$ cat src/rtl/spi_reg_master.sv
module spi_reg_master (
  input  logic        clk,
  input  logic        rst_n,
  input  logic [2:0]  reg_word,
  input  logic        reg_wr,
  input  logic [15:0] reg_wdata,
  output logic [15:0] reg_rdata,
  output logic        sclk,
  output logic        mosi,
  input  logic        miso,
  output logic [1:0]  cs_n,
  output logic        irq_wr,
  output logic        irq_rd
);
  localparam int CNTW  = 15;
  localparam int MINWR = 4;
  localparam int MINRD = 16;

  logic [5:0]      setup1;
  logic            s2_rise, s2_pos, s2_pulse;
  logic [10:2]     ctrl_q;
  logic [1:0]      force_q;
  logic            wflag, rflag, wpulse, rpulse;
  logic [31:0]     tx_q, rx_q, sh_q;
  logic            busy, is_wr, cur_cs, half;
  logic [CNTW-1:0] cnt, lim;
  logic [5:0]      bits_left;

  wire sel_s1   = reg_wr && reg_word == 3'd0;
  wire sel_s2   = reg_wr && reg_word == 3'd1;
  wire sel_ctrl = reg_wr && reg_word == 3'd2;
  wire sel_st   = reg_wr && reg_word == 3'd3;
  wire sel_txl  = reg_wr && reg_word == 3'd4;
  wire sel_txh  = reg_wr && reg_word == 3'd5;

  wire ctrl_ok   = sel_ctrl && !busy;
  wire force_cmd = reg_wdata[10];
  wire go_wr     = ctrl_ok && !force_cmd && reg_wdata[1];
  wire go_rd     = ctrl_ok && !force_cmd && !reg_wdata[1] && reg_wdata[0];

  wire [5:0] len_req = {1'b0, reg_wdata[6:2]} + 6'd1;
  wire [5:0] len_wr  = (len_req < 6'(MINWR)) ? 6'(MINWR) : len_req;
  wire [5:0] len_rd  = (len_req < 6'(MINRD)) ? 6'(MINRD) : len_req;

  assign lim = ~({CNTW{1'b1}} << {setup1[3:1], 1'b1});

  always_ff @(posedge clk or negedge rst_n) begin
    if (!rst_n) begin
      setup1   <= '0;
      s2_rise  <= 1'b0;
      s2_pos   <= 1'b0;
      s2_pulse <= 1'b0;
      tx_q     <= '0;
      ctrl_q   <= '0;
      force_q  <= '0;
    end else begin
      if (sel_s1) setup1 <= reg_wdata[5:0];
      if (sel_s2) begin
        s2_rise  <= reg_wdata[0];
        s2_pos   <= reg_wdata[5];
        s2_pulse <= reg_wdata[10];
      end
      if (sel_txl) tx_q[15:0]  <= reg_wdata;
      if (sel_txh) tx_q[31:16] <= reg_wdata;
      if (ctrl_ok) begin
        ctrl_q <= reg_wdata[10:2];
        if (force_cmd) force_q[reg_wdata[7]] <= reg_wdata[0];
      end
    end
  end

  always_ff @(posedge clk or negedge rst_n) begin
    if (!rst_n) begin
      busy      <= 1'b0;
      is_wr     <= 1'b0;
      cur_cs    <= 1'b0;
      half      <= 1'b0;
      cnt       <= '0;
      bits_left <= '0;
      sh_q      <= '0;
      rx_q      <= '0;
      wflag     <= 1'b0;
      rflag     <= 1'b0;
      wpulse    <= 1'b0;
      rpulse    <= 1'b0;
    end else begin
      wpulse <= 1'b0;
      rpulse <= 1'b0;
      if (sel_st) begin
        wflag <= wflag & reg_wdata[1];
        rflag <= rflag & reg_wdata[0];
      end
      if (go_wr) begin
        busy      <= 1'b1;
        is_wr     <= 1'b1;
        cur_cs    <= reg_wdata[7];
        bits_left <= len_wr;
        sh_q      <= tx_q;
        cnt       <= '0;
        half      <= 1'b0;
        wflag     <= 1'b0;
      end else if (go_rd) begin
        busy      <= 1'b1;
        is_wr     <= 1'b0;
        cur_cs    <= reg_wdata[7];
        bits_left <= len_rd;
        rx_q      <= '0;
        cnt       <= '0;
        half      <= 1'b0;
        rflag     <= 1'b0;
      end else if (busy && setup1[0]) begin
        if (cnt != lim) begin
          cnt <= cnt + 1'b1;
        end else begin
          cnt  <= '0;
          half <= ~half;
          if (!half) begin
            if (!is_wr) rx_q <= {rx_q[30:0], miso};
          end else begin
            sh_q      <= {sh_q[30:0], 1'b0};
            bits_left <= bits_left - 6'd1;
            if (bits_left == 6'd1) begin
              busy <= 1'b0;
              if (is_wr) begin
                wflag  <= 1'b1;
                wpulse <= 1'b1;
              end else begin
                rflag  <= 1'b1;
                rpulse <= 1'b1;
              end
            end
          end
        end
      end
    end
  end

  assign sclk    = s2_rise ? half : ~half;
  assign mosi    = busy & is_wr & sh_q[31];
  assign cs_n[0] = ~(force_q[0] | (busy & ~cur_cs));
  assign cs_n[1] = ~(force_q[1] | (busy & cur_cs));

  wire w_act = setup1[4] & (s2_pulse ? wpulse : wflag);
  wire r_act = setup1[5] & (s2_pulse ? rpulse : rflag);
  assign irq_wr = s2_pos ? w_act : ~w_act;
  assign irq_rd = s2_pos ? r_act : ~r_act;

  always_comb begin
    case (reg_word)
      3'd0:    reg_rdata = {10'd0, setup1};
      3'd1:    reg_rdata = {5'd0, s2_pulse, 4'd0, s2_pos, 4'd0, s2_rise};
      3'd2:    reg_rdata = {5'd0, ctrl_q, 2'b00};
      3'd3:    reg_rdata = {14'd0, wflag, rflag};
      3'd4:    reg_rdata = tx_q[15:0];
      3'd5:    reg_rdata = tx_q[31:16];
      3'd6:    reg_rdata = rx_q[15:0];
      default: reg_rdata = rx_q[31:16];
    endcase
  end

  p_cs_busy_r3: assert property (@(posedge clk) disable iff (!rst_n)
    busy |-> !cs_n[cur_cs]);

  p_bits_range_r4: assert property (@(posedge clk) disable iff (!rst_n)
    bits_left <= 6'd32);

  p_done_flag_r5: assert property (@(posedge clk) disable iff (!rst_n)
    $fell(busy) |-> (wflag || rflag));

  p_gate_hold_r6: assert property (@(posedge clk) disable iff (!rst_n)
    (busy && !setup1[0]) |=> ($stable(half) && $stable(bits_left)));

  p_idle_level_r7: assert property (@(posedge clk) disable iff (!rst_n)
    !busy |-> (sclk != s2_rise));

  p_busy_ignore_r11: assert property (@(posedge clk) disable iff (!rst_n)
    (busy && sel_ctrl) |=> ($stable(cur_cs) && $stable(ctrl_q) && $stable(force_q)));
endmodule

$ cat config.mk
export PLATFORM = sky130hd
export DESIGN_NAME = spi_reg_master
export DESIGN_NICKNAME = d
export VERILOG_FILES = /design/src/rtl/spi_reg_master.sv
export SDC_FILE = /design/constraint.sdc
export NUM_CORES = 1
export LEC_CHECK = 0
export BUFFER_PORTS_ARGS = -buffer_cell sky130_fd_sc_hd__buf_4
export CAP_MARGIN = 5
export CORE_UTILIZATION = 45
export CTS_CLUSTER_SIZE = 30
export DETAILED_ROUTE_END_ITERATION = 10
export PLACE_DENSITY = 0.74
export SETUP_SLACK_MARGIN = 0.5
export SLEW_MARGIN = 5
export SYNTH_ARGS = -nofsm -noshare
export SYNTH_HDL_FRONTEND = slang
export SYNTH_SLANG_ARGS = --single-unit
$ cat constraint.sdc
create_clock -name clk -period 2.58 [get_ports clk]
set_clock_uncertainty 0.2 [all_clocks]
set_input_delay 0.387 -clock clk [delete_from_list [all_inputs] [get_ports clk]]
set_output_delay 0.387 -clock clk [all_outputs]
set_load 0.01 [all_outputs]
==> flow_summary.toml <==
[floorplan]
die_x_um = 132
initial_utilization_pct = 46.1
core_sq_mm = 0.0166
die_h_um = 132
row_count = 47
ios = 45
die_area_sq_mm = 0.0175

[synthesis]
synth_top_area_share_pct = 47.4
yosys_warnings = 0
async_flop_share_pct = 100
syn_area_per_cell_sq_um = 10.0
synth_top_cell_by_area = "dfrtp_1"
seq_area_frac_synth_pct = 47.4
synth_edf_count = 0
synth_area_leaders = "dfrtp_1, mux2_2, mux2i_1"
ys.flop_type = "dfrtp_1"
synth_area_sq_mm = 0.00765
syn_nets = 792
yosysUniqueCellTypes = 62
ys_seq_elements = 145
synth_cells = 765

[cells_and_area]
fin_util_pct = 63.7
mostFrequentLayoutCells = "dfrtp_1, buf_4, nand2_1"
drive_gt1_share_pct = 38.7
diodes = 0
final_common_cell = "dfrtp_1"
area_delta_synth_final_pct = 38.1
fin_nets = 936

[route]
num_vias = 6969
drc_errors = 0
drt_first_pass_iters = 5
drt_wl_total_um = 24000
viasPerCell = 6.11
wl_per_cell_um = 21.0
ant_nets = 0
dr.first_iter.drc_count = 786

[timing]
fmax_mhz = 395
period_share_pct = 98.1
worst_pin_slew_ns = 0.570
whs_ns = 0.00748
slew-limit-headroom_pct = 61.9
setup_viol = 0
min_period_ns = 2.53
finalHoldViolCount = 0
fin_ws_ns = 0.0492
finalMaxSlewViolations = 0
rsz0062_at_grt = "yes"

[critical_path]
r2r_slack_ns = 0.05
cp.required_ns = 2.68
crit_path_cell_trace = "or3_4, a21boi_2, a41oi_2, nor4_4, buf_6, buf_12, mux2i_1, a21oi_1"
worst_path_max_delay_cell = "dfrtp_2"
critical_path.startpoint = "setup1[1]"
worstPathArrival_ns = 2.63
max_stage_delay_ns = 0.47
critPathLaunchType = "flop"
crit_type = "reg -> reg"
endpoint_kind = "flop"
r2r-start = "setup1[1]"
rr_endpoint = "sh_q[25]"
reg2reg_depth = 8
cp_max_fo = 8
crit_path_end = "sh_q[25]"

[clocking]
cts_max_level = 4
clk_pin_slew_ns = 0.06
cts_tree = "yes"
clk_latency_ns = 0.42
numClockSinks = 145
root_buffer = "clkbuf_16"
cts_buffers = 17
clockBufferDepth = 2

[run_status]
outcome = "completed"

[power_and_ir_drop]
total_power_mw = 8.11
combPwrFrac_pct = 29.4
swShare_pct = 32.1
switching_power_mw = 2.60
p_seq_share_pct = 39.2
power_leakage_nw = 4.52
peakVddDrop_mv = 0.559
power.density_mw_per_mm2 = 767
clockPowerShare_pct = 31.4
p_int_mw = 5.51

[flow_run]
maxCapViolations = 0

[place]
place.gp.congestion = 0.858
post-place-ws_ns = 0.0417
portBuffers = 44
hpwl_um = 13800

[grt]
grt_overflow = 0
grt_max_degree = 68
grt_pass1_vias = 6491
grt_pass1_wl_um = 35800
antenna_found_initial = 0
grtUsageTotal_pct = 26.6

[hold_path]
hp-class = "in -> reg"
==> cell usage after synthesis (10+ instances only) <==
cell,n
dfrtp_1,145
nand2_1,93
nor2_1,69
a21oi_1,59
mux2_2,49
mux2i_1,45
nand3_1,37
clkbuf_1,34
o21ai_0,25
nor3_1,17
a32o_1,16
o21ai_1,15
or3_1,10
==> how the worst min path moves through the flow <==
stage / startpoint / end / slack [ns] / cells after the start
5_1_grt: reg_wdata[11] / tx_q[11] / 0.009 / 2
4_1_cts: reg_wdata[11] / tx_q[11] / 0.005 / 2
3_3_place_gp: rst_n / sh_q[12] / 0.17 / 1
6_report: reg_wdata[11] / tx_q[11] / 0.007 / 2
2_1_floorplan: rst_n / bits_left[0] / -0.11 / 0
3_5_place_dp: rst_n / sh_q[12] / 0.17 / 1
==> kinds of logic after synthesis <==
kind of cell	share of synthesized area, %
AO/OA/AOI/OAI	15.1
XOR/XNOR	0.916
adder cells (fa/ha/maj)	0.654
buffers and inverters	4.24
flip-flops	47.4
multiplexers	15.2
AND/OR/NAND/NOR	16.5
==> repair_timing <==
item | in CTS | in global routing
resized for setup | 81 | 48
hold buffers | 7 | 0
gates cloned | 7 | 3
setup endpoints to repair | 108 | 109
setup buffers | 56 | 16
hold endpoints to repair | 61 | 0
pin swaps | 35 | 26
==> power by group through the flow <==
stage	Combinational, mW	Clock, mW	Sequential (mW)
3_3_place_gp	1.70	0	3.16
3_5_place_dp	1.74	0	3.16
5_1_grt	2.55	2.64	3.22
6_report	2.38	2.54	3.18
2_1_floorplan	1.21	0	3.00
4_1_cts	2.17	2.55	3.11
==> state kept, by name (all words and copies together) (netlist names) <==
register / count
bits_left: 6
busy: 1
cnt: 15
ctrl_q: 9
cur_cs: 1
force_q: 2
half: 1
is_wr: 1
rflag: 1
rpulse: 1
rx_q: 32
s2_pos: 1
s2_pulse: 1
s2_rise: 1
setup1: 6
sh_q: 32
tx_q: 32
wflag: 1
wpulse: 1
==> worst max-delay path, delay by kind of cell, from the launching register on <==
kind                   cells  cell delay, ns
multiplexers               1            0.28
AND/OR/NAND/NOR            2            0.69
buffers and inverters      2            0.39
flip-flops                 1            0.47
AO/OA/AOI/OAI              3            0.37
==> layout make-up <==
| type | count | area [sq um] |
|---|---|---|
| fill | 1180 | 6020 |
| clock buffer | 21 | 470 |
| tap | 220 | 275 |
| timing repair buffer | 180 | 1810 |
| multi-input combinational | 557 | 4200 |
| sequential | 145 | 3640 |
| clock inverter | 9 | 133 |
| inverter | 8 | 33.8 |
==> per-stage QoR <==
stage          setup TNS (ns)  instances  instance area, sq um
6_report                    0       1140                 10600
5_1_grt               -0.0812       1140                 10600
4_1_cts                     0       1121                 10200
3_5_place_dp                0       1021                  8560
3_3_place_gp                0       1021                  8560
2_1_floorplan               0        765                  7850
==> metal layers <==
metal  track usage, %  wire, um  vias to the layer above
li1                 -         -                     3065
met1             38.6     10200                     3448
met2             38.7     10900                      388
met3             5.84      2180                       68
met4             10.4       766                        0
met5                0         0                        -
Power figures use the tool's default switching activity.
